$ cat src/rtl/mulsat_pkg.sv
package mulsat_pkg;

  typedef enum logic {
    MS_OP_NOP = 1'b0,
    MS_OP_MUL = 1'b1
  } ms_op_e;

  localparam int unsigned MS_STAGES = 4;

endpackage

$ cat src/rtl/mulsat_lane_ctl.sv
module mulsat_lane_ctl #(
  parameter int unsigned DEPTH = 4,
  parameter int unsigned TAG_W = 4
) (
  input  logic             clk,
  input  logic             rst_n,
  input  logic             vld_i,
  input  logic [TAG_W-1:0] tag_i,
  output logic [DEPTH-1:0] vld_q,
  output logic [TAG_W-1:0] tag_o
);

  for (genvar i = 0; i < DEPTH; i++) begin : g_stage
    logic             v_d;
    logic [TAG_W-1:0] t_d;
    logic             v_r;
    logic [TAG_W-1:0] t_r;

    if (i == 0) begin : g_head
      assign v_d = vld_i;
      assign t_d = tag_i;
    end else begin : g_tail
      assign v_d = g_stage[i-1].v_r;
      assign t_d = g_stage[i-1].t_r;
    end

    always_ff @(posedge clk or negedge rst_n) begin
      if (!rst_n) begin
        v_r <= 1'b0;
      end else begin
        v_r <= v_d;
      end
    end

    always_ff @(posedge clk) begin
      if (v_d) begin
        t_r <= t_d;
      end
    end

    assign vld_q[i] = v_r;
  end

  assign tag_o = g_stage[DEPTH-1].t_r;

endmodule

$ cat src/rtl/mulsat_pp.sv
module mulsat_pp #(
  parameter int unsigned W = 32
) (
  input  logic             clk,
  input  logic             en,
  input  logic [W-1:0]     a,
  input  logic [W-1:0]     b,
  output logic [W-1:0]     pp_ll,
  output logic [W:0]       pp_lh,
  output logic [W:0]       pp_hl,
  output logic [W-1:0]     pp_hh
);

  localparam int unsigned H  = W / 2;
  localparam int unsigned CW = 2 * H + 1;

  logic [H-1:0]  a_lo, a_hi, b_lo, b_hi;
  logic [2*H-1:0] ll_d, hh_d;
  logic [2*H-1:0] ll_q, hh_q;

  assign a_lo = a[H-1:0];
  assign a_hi = a[W-1:H];
  assign b_lo = b[H-1:0];
  assign b_hi = b[W-1:H];

  assign ll_d = {{H{1'b0}}, a_lo} * {{H{1'b0}}, b_lo};
  assign hh_d = $signed({{H{a_hi[H-1]}}, a_hi}) * $signed({{H{b_hi[H-1]}}, b_hi});

  for (genvar k = 0; k < 2; k++) begin : g_cross
    logic [H-1:0]  lo_op;
    logic [H-1:0]  hi_op;
    logic [CW-1:0] x_d;
    logic [CW-1:0] x_q;

    if (k == 0) begin : g_alo_bhi
      assign lo_op = a_lo;
      assign hi_op = b_hi;
    end else begin : g_blo_ahi
      assign lo_op = b_lo;
      assign hi_op = a_hi;
    end

    assign x_d = $signed({{(H+1){1'b0}}, lo_op}) * $signed({{(H+1){hi_op[H-1]}}, hi_op});

    always_ff @(posedge clk) begin
      if (en) begin
        x_q <= x_d;
      end
    end
  end

  always_ff @(posedge clk) begin
    if (en) begin
      ll_q <= ll_d;
      hh_q <= hh_d;
    end
  end

  assign pp_ll = ll_q;
  assign pp_hh = hh_q;
  assign pp_lh = g_cross[0].x_q;
  assign pp_hl = g_cross[1].x_q;

endmodule

$ cat src/rtl/mulsat_acc.sv
module mulsat_acc #(
  parameter int unsigned W = 32
) (
  input  logic           clk,
  input  logic           en,
  input  logic [W-1:0]   pp_ll,
  input  logic [W:0]     pp_lh,
  input  logic [W:0]     pp_hl,
  input  logic [W-1:0]   pp_hh,
  output logic [2*W-1:0] prod_q
);

  localparam int unsigned H  = W / 2;
  localparam int unsigned PW = 2 * W;

  logic [PW-1:0] ll_x, lh_x, hl_x, hh_x;
  logic [PW-1:0] sum_d;

  assign ll_x = {{W{1'b0}}, pp_ll};
  assign lh_x = {{(W-1){pp_lh[W]}}, pp_lh};
  assign hl_x = {{(W-1){pp_hl[W]}}, pp_hl};
  assign hh_x = {{W{pp_hh[W-1]}}, pp_hh};

  always_comb begin
    sum_d = ll_x + ((lh_x + hl_x) << H) + (hh_x << (2 * H));
  end

  always_ff @(posedge clk) begin
    if (en) begin
      prod_q <= sum_d;
    end
  end

endmodule

$ cat src/rtl/mulsat_clamp.sv
module mulsat_clamp #(
  parameter int unsigned W = 32
) (
  input  logic           clk,
  input  logic           rst_n,
  input  logic           en,
  input  logic [2*W-1:0] prod,
  output logic [W-1:0]   res_q,
  output logic           sat_q
);

  localparam int unsigned PW = 2 * W;
  localparam logic [W-1:0]  RES_MAX = {1'b0, {(W-1){1'b1}}};
  localparam logic [W-1:0]  RES_MIN = {1'b1, {(W-1){1'b0}}};
  localparam logic [PW-1:0] LIM_HI  = {{(W+1){1'b0}}, {(W-1){1'b1}}};
  localparam logic [PW-1:0] LIM_LO  = {{(W+1){1'b1}}, {(W-1){1'b0}}};

  logic [W:0]   upper;
  logic         over, under;
  logic [W-1:0] res_d;
  logic         sat_d;

  assign upper = prod[PW-1:W-1];

  always_comb begin
    over  = ~prod[PW-1] & (|upper);
    under =  prod[PW-1] & ~(&upper);
    sat_d = over | under;
    if (over) begin
      res_d = RES_MAX;
    end else if (under) begin
      res_d = RES_MIN;
    end else begin
      res_d = prod[W-1:0];
    end
  end

  always_ff @(posedge clk) begin
    if (en) begin
      res_q <= res_d;
      sat_q <= sat_d;
    end
  end

  AST_CLAMP_HI: assert property (@(posedge clk) disable iff (!rst_n)
    en && ($signed(prod) > $signed(LIM_HI)) |=> sat_q && (res_q == RES_MAX));

  AST_CLAMP_LO: assert property (@(posedge clk) disable iff (!rst_n)
    en && ($signed(prod) < $signed(LIM_LO)) |=> sat_q && (res_q == RES_MIN));

  AST_IN_RANGE: assert property (@(posedge clk) disable iff (!rst_n)
    en && ($signed(prod) <= $signed(LIM_HI)) && ($signed(prod) >= $signed(LIM_LO))
    |=> !sat_q && (res_q == $past(prod[W-1:0])));

endmodule

$ cat src/rtl/mulsat_unit.sv
module mulsat_unit
  import mulsat_pkg::*;
#(
  parameter int unsigned W     = 32,
  parameter int unsigned TAG_W = 4
) (
  input  logic             clk,
  input  logic             rst_n,
  input  logic             in_vld,
  input  logic             in_op,
  input  logic [W-1:0]     in_a,
  input  logic [W-1:0]     in_b,
  input  logic [TAG_W-1:0] in_tag,
  output logic             out_vld,
  output logic [W-1:0]     out_res,
  output logic             out_sat,
  output logic [TAG_W-1:0] out_tag
);

  localparam int unsigned PW = 2 * W;

  logic                 rst_meta, rst_int;
  logic                 accept;
  logic [MS_STAGES-1:0] stg_vld;
  logic [W-1:0]         a_q, b_q;
  logic [W-1:0]         pp_ll, pp_hh;
  logic [W:0]           pp_lh, pp_hl;
  logic [PW-1:0]        prod;
  logic [W-1:0]         res_q;
  logic                 sat_q;
  logic [2:0]           age_q;

  always_ff @(posedge clk or negedge rst_n) begin
    if (!rst_n) begin
      rst_meta <= 1'b0;
      rst_int  <= 1'b0;
    end else begin
      rst_meta <= 1'b1;
      rst_int  <= rst_meta;
    end
  end

  assign accept = in_vld && (ms_op_e'(in_op) == MS_OP_MUL);

  mulsat_lane_ctl #(.DEPTH(MS_STAGES), .TAG_W(TAG_W)) u_ctl (
    .clk   (clk),
    .rst_n (rst_int),
    .vld_i (accept),
    .tag_i (in_tag),
    .vld_q (stg_vld),
    .tag_o (out_tag)
  );

  always_ff @(posedge clk) begin
    if (accept) begin
      a_q <= in_a;
      b_q <= in_b;
    end
  end

  mulsat_pp #(.W(W)) u_pp (
    .clk   (clk),
    .en    (stg_vld[0]),
    .a     (a_q),
    .b     (b_q),
    .pp_ll (pp_ll),
    .pp_lh (pp_lh),
    .pp_hl (pp_hl),
    .pp_hh (pp_hh)
  );

  mulsat_acc #(.W(W)) u_acc (
    .clk    (clk),
    .en     (stg_vld[1]),
    .pp_ll  (pp_ll),
    .pp_lh  (pp_lh),
    .pp_hl  (pp_hl),
    .pp_hh  (pp_hh),
    .prod_q (prod)
  );

  mulsat_clamp #(.W(W)) u_clamp (
    .clk   (clk),
    .rst_n (rst_int),
    .en    (stg_vld[2]),
    .prod  (prod),
    .res_q (res_q),
    .sat_q (sat_q)
  );

  assign out_vld = stg_vld[MS_STAGES-1];
  assign out_res = res_q;
  assign out_sat = sat_q & stg_vld[MS_STAGES-1];

  always_ff @(posedge clk or negedge rst_int) begin
    if (!rst_int) begin
      age_q <= 3'd0;
    end else if (age_q != 3'd4) begin
      age_q <= age_q + 3'd1;
    end
  end

  AST_LATENCY: assert property (@(posedge clk) disable iff (!rst_int)
    (age_q == 3'd4) |-> (out_vld == $past(accept, 4)));

  AST_TAG_FOLLOWS: assert property (@(posedge clk) disable iff (!rst_int)
    (age_q == 3'd4) && out_vld |-> (out_tag == $past(in_tag, 4)));

  AST_RESET_QUIET: assert property (@(posedge clk) disable iff (!rst_int)
    (age_q != 3'd4) |-> !out_vld);

endmodule

$ cat config.mk
export PLATFORM = sky130hd
export DESIGN_NAME = mulsat_unit
export DESIGN_NICKNAME = d
export VERILOG_FILES = /design/src/rtl/mulsat_pkg.sv /design/src/rtl/mulsat_lane_ctl.sv /design/src/rtl/mulsat_pp.sv /design/src/rtl/mulsat_acc.sv /design/src/rtl/mulsat_clamp.sv /design/src/rtl/mulsat_unit.sv
export SDC_FILE = /design/constraint.sdc
export NUM_CORES = 2
export LEC_CHECK = 0
export BUFFER_PORTS_ARGS = -buffer_cell sky130_fd_sc_hd__buf_4
export CAP_MARGIN = 20
export CORE_MARGIN = 2
export CORE_UTILIZATION = 45
export DETAILED_ROUTE_END_ITERATION = 16
export PLACE_DENSITY = 0.68
export SETUP_SLACK_MARGIN = 0.3
export SLEW_MARGIN = 30
export SYNTH_ARGS = -nofsm -noshare
export SYNTH_HDL_FRONTEND = slang
export SYNTH_HIERARCHICAL = 1
export SYNTH_SLANG_ARGS = --single-unit
export TNS_END_PERCENT = 1
$ cat constraint.sdc
create_clock -name clk -period 2.1 [get_ports clk]
set_input_delay 0.63 -clock clk [delete_from_list [all_inputs] [get_ports clk]]
set_output_delay 0.63 -clock clk [all_outputs]
set_load 0.03 [all_outputs]
==> tab_implementation.tex <==
\begin{tabular}{lr}
\hline
Metric & Value \\
\hline
\multicolumn{2}{l}{\textbf{Timing}} \\
\quad Fin crit share & 298\% \\
\quad Max-slew violations & 0 \\
\quad Fmax & between 150 and 200 MHz \\
\quad Headroom to the max-slew limit & a little under 70\% \\
\quad Final WS setup & -4.16 ns \\
\quad Time the final worst path needs with I/O delays and setup & 6.26 ns \\
\quad Setup-violating endpoint count in the final report & roughly 160 \\
\quad Transition time at the pin with the least slew margin & 0.482 ns \\
\quad Number of hold violations in the final report & 0 \\
\quad Unrepaired setup endpoints after global routing & true \\
\quad Clock tree skew after final layout & 0.0521 ns \\
\multicolumn{2}{l}{\textbf{Placed design}} \\
\quad Number of buffer cells added on primary ports & 109 \\
\quad GPL Wtd Cong & around 0.94 \\
\quad Half-perimeter wire length after detailed placement & 112000 um \\
\multicolumn{2}{l}{\textbf{Synth}} \\
\quad Flip-flop and latch count after synthesis & 313 \\
\quad Synth Cell Area & 50900 um2 \\
\quad Top cells by area, synth & sky130\_fd\_sc\_hd\_\_fa\_1 33\%, sky130\_fd\_sc\_hd\_\_edfxtp\_1 18\%, sky130\_fd\_sc\_hd\_\_ha\_1 13\%, sky130\_fd\_sc\_hd\_\_inv\_1 7.4\%, sky130\_fd\_sc\_hd\_\_and2\_1 6.2\% \\
\quad Post-synthesis area per instance & between 9 and 10 um2 \\
\quad Sequential share of the synthesized area & 18.4\% \\
\quad Number of synthesized flops with an enable pin & 307 \\
\quad Share of the synthesized area in the top cell type & roughly a third \\
\quad Ys async rst share & 1.92\% \\
\quad Library cell occupying the most area in the post-synthesis netlist & sky130\_fd\_sc\_hd\_\_fa\_1 \\
\quad Synthesized instance count & 5130 \\
\quad Warnings, synthesis & 6 \\
\quad Post-synth net total & around 6600 \\
\quad Primary FF master, synth & sky130\_fd\_sc\_hd\_\_edfxtp\_1 \\
\quad Number of distinct standard cells referenced by the synthesized netlist & 103 \\
\multicolumn{2}{l}{\textbf{Route}} \\
\quad Remaining design rule violation count & 0 \\
\quad DR pass1 iterations & 7 \\
\quad Wire length per cell after detailed routing & 18.3 um \\
\quad Antenna Violating Nets Remaining & 0 \\
\quad Ratio of routed vias to standard cells & 5.10 \\
\quad Vias after detailed routing & 38440 \\
\quad DRC violation total after the first TritonRoute iteration & 2298 \\
\quad Drt total wl & around 140000 um \\
\multicolumn{2}{l}{\textbf{Critical path}} \\
\quad Nature of the critical path endpoint & register \\
\quad Worst Setup Path Type & register to register \\
\quad Req. time, crit path & about 2.5 ns \\
\quad Slowest stage cell on the critical path & sky130\_fd\_sc\_hd\_\_fa\_1 \\
\quad Worst-path fanout max & 6 \\
\quad Worst-case register-to-register setup slack & -4.16 ns \\
\quad Depth of the worst register-to-register path & 24 \\
\quad Capture point of the critical path & u\_pp/pp\_lh[29] \\
\quad Origin of the worst setup path & a\_q[8] \\
\quad Capture instance of the worst register-to-register path & u\_pp/pp\_lh[29] \\
\quad Crit-path most repeated cell & sky130\_fd\_sc\_hd\_\_fa\_1 \\
\quad Kind of start point of the critical path & register \\
\quad Data arrival time of the critical path & 6.69 ns \\
\quad Crit path cell chain & buf\_12 > buf\_6 > buf\_4 > and2\_1 > fa\_1 > inv\_1 > fa\_2 > fa\_1 > fa\_1 > inv\_1 > fa\_1 > inv\_1 > fa\_1 > inv\_1 > ha\_4 > and3\_4 > a2111oi\_2 > or3\_1 > a21boi\_2 > a2111oi\_4 > buf\_4 > nor2\_2 > o21ai\_1 > a211oi\_2 \\
\quad Maximum single-stage delay on the critical path & between 0.5 and 0.6 ns \\
\quad Launching point of the worst reg2reg path & a\_q[8] \\
\multicolumn{2}{l}{\textbf{Finish}} \\
\quad Layout fillers & 9425 \\
\quad Fraction of layout cells with a size suffix above 1 & around 26\% \\
\quad Multi-input logic area & 38700 um2 \\
\quad Layout net count & 7440 \\
\quad Layout Utilization & 57.3\% \\
\quad Top library cells by usage in the layout, fill and taps aside & 988 x sky130\_fd\_sc\_hd\_\_inv\_1, 908 x sky130\_fd\_sc\_hd\_\_buf\_4, 819 x sky130\_fd\_sc\_hd\_\_fa\_1, 562 x sky130\_fd\_sc\_hd\_\_nand2\_1, 492 x sky130\_fd\_sc\_hd\_\_and2\_1 \\
\quad Most common cell after layout, fill and taps aside & sky130\_fd\_sc\_hd\_\_inv\_1 \\
\quad Register cell area after layout & 9370 um2 \\
\quad Layout overhead on the synthesized area & 26.6\% \\
\multicolumn{2}{l}{\textbf{Floorplan}} \\
\quad Die X & 340 um \\
\quad Boundary pin count & 110 \\
\quad Cell Rows & 123 \\
\quad Die H & approximately 340 um \\
\quad Area enclosed by the die boundary & 116000 um2 \\
\quad Initial core utilization & 45.3\% \\
\quad Core footprint & 112000 um2 \\
\multicolumn{2}{l}{\textbf{Clocking}} \\
\quad Number of clock buffers inserted by TritonCTS & 41 \\
\quad CTS tree & done \\
\quad Max Root-Sink Buffers & 3 \\
\quad Clock latency reported for the late side of the worst-skew pair & 0.65 ns \\
\quad Number of clock sinks seen by CTS & 313 \\
\quad Clock Root Buffer & sky130\_fd\_sc\_hd\_\_clkbuf\_16 \\
\quad Reg clk slew, reported paths & $\sim$0.060 ns \\
\quad Max H-tree Level & 2 \\
\multicolumn{2}{l}{\textbf{Global route}} \\
\quad GR Layer Usage met3 & 3.42\% \\
\quad First-pass GRT wire length & 223000 um \\
\quad Global routing usage on met1 & 32.9\% \\
\quad Global-route met2 utilization & 40.8\% \\
\quad Largest net degree at the start of global routing & 65 \\
\quad GRT overflow & 0 \\
\quad Via count of the first global-routing pass & a little over 40000 \\
\quad Layer with the highest usage & met2 \\
\quad Global Route Usage Sum & 24.4\% \\
\quad Initial antenna violation count & 1 \\
\multicolumn{2}{l}{\textbf{Run status}} \\
\quad Failing checks & negative setup slack \\
\quad Status & complete, but fails checks \\
\multicolumn{2}{l}{\textbf{Min path}} \\
\quad Min-delay worst type & register to asynchronous set/reset pin \\
\multicolumn{2}{l}{\textbf{Job}} \\
\quad Number of maximum-capacitance violations & 0 \\
\hline
\end{tabular}
==> timing repair <==
| item | in CTS | in global routing |
|---|---|---|
| gates resized for setup | 304 | 106 |
| pin swaps | 172 | 92 |
| setup buffers | 24 | 7 |
| setup endpoints to repair | 238 | 238 |
| gates cloned | 1 | 0 |
| endpoints found under the hold margin | 2 | 0 |
| hold buffers | 1 | 0 |
==> state kept, by name, summed over array words and instances (netlist names) <==
register	cells
u_pp/pp_lh	33
rst_meta	1
u_ctl/g_stage.t_r	12
u_pp/pp_hh	32
a_q	32
u_clamp/res_q	32
u_ctl/g_stage.v_r	4
u_pp/pp_hl	33
u_clamp/sat_q	1
rst_int	1
u_pp/pp_ll	32
b_q	32
u_ctl/tag_o	4
u_acc/prod_q	64
==> critical path, delay by kind of cell, from the launching register on <==
family	cells	cell delay [ns]
simple gates	4	0.83
buf+inv	8	0.87
compound gates	5	0.80
fa+ha+maj	7	3.11
flops	1	0.43
==> cells in the mapped netlist (20+ instances only) <==
| cell type | instances |
|---|---|
| sky130_fd_sc_hd__nand4_1 | 27 |
| sky130_fd_sc_hd__ha_1 | 514 |
| sky130_fd_sc_hd__xnor2_1 | 136 |
| sky130_fd_sc_hd__and2_1 | 506 |
| sky130_fd_sc_hd__edfxtp_1 | 307 |
| sky130_fd_sc_hd__nand3_1 | 42 |
| sky130_fd_sc_hd__xor2_1 | 59 |
| sky130_fd_sc_hd__a21oi_1 | 159 |
| sky130_fd_sc_hd__o21a_1 | 20 |
| sky130_fd_sc_hd__fa_1 | 847 |
| sky130_fd_sc_hd__clkbuf_1 | 203 |
| sky130_fd_sc_hd__nand3_2 | 29 |
| sky130_fd_sc_hd__nor2_1 | 127 |
| sky130_fd_sc_hd__o21ai_0 | 66 |
| sky130_fd_sc_hd__nand2b_1 | 32 |
| sky130_fd_sc_hd__nor3_1 | 35 |
| sky130_fd_sc_hd__a21o_1 | 74 |
| sky130_fd_sc_hd__o21bai_1 | 28 |
| sky130_fd_sc_hd__inv_1 | 1000 |
| sky130_fd_sc_hd__a2bb2oi_2 | 29 |
| sky130_fd_sc_hd__a211oi_1 | 20 |
| sky130_fd_sc_hd__nand2_1 | 571 |
==> worst min path at each step <==
stage / slack (ns) / depth (start not counted) / to
finish: 0.08 / 0 / u_ctl/g_stage[0].v_r
global placement: 0.1 / 0 / u_ctl/g_stage[2].v_r
CTS: 0.09 / 0 / u_ctl/g_stage[0].v_r
global route: 0.11 / 0 / u_ctl/g_stage[3].v_r
detailed placement: 0.09 / 0 / u_ctl/g_stage[2].v_r
floorplan: 0.04 / 0 / u_ctl/g_stage[0].v_r
==> through the flow <==
step / cells / TNS, ns / hold WS, ns / instance area, um2 / worst slack, ns
6_report: 7541 / -486.89 / 0.0845 / 64400 / -4.16
5_1_grt: 7539 / -518.25 / 0.111 / 64400 / -4.36
4_1_cts: 7532 / -484.76 / 0.0925 / 63800 / -4.10
3_5_place_dp: 7431 / -511.38 / 0.0935 / 60600 / -4.37
3_3_place_gp: 7431 / -499.40 / 0.0961 / 60600 / -4.35
2_1_floorplan: 5130 / -480.35 / 0.0403 / 51100 / -3.81
==> per-layer routing <==
layer | up-vias | share of wire, %
met2 | 1094 | 48
met5 | - | 0
met3 | 208 | 6.1
li1 | 17897 | -
met1 | 19241 | 43
met4 | 0 | 3.3
==> cells by family after synthesis <==
| group | share of synthesized area, % |
|---|---|
| simple gates | 15.0 |
| compound gates | 7.80 |
| other cells | 0.00737 |
| mux | 0.0590 |
| buf+inv | 9.32 |
| xor+xnor | 3.43 |
| fa+ha+maj | 45.9 |
| flops | 18.4 |
==> final cells by class <==
cell class / count / area share [%]
antenna: 2 / 0.00777
clock buffer: 44 / 1.61
clock inverter: 31 / 0.548
inverter: 1000 / 5.83
multi-input combinational: 3588 / 60.1
sequential: 313 / 14.5
tap: 1500 / 2.91
timing repair buffer: 1063 / 14.5
Power is left out: the tool's default activity adds up to more than one toggle a clock period on the data nets, which glitch-free logic cannot reach.
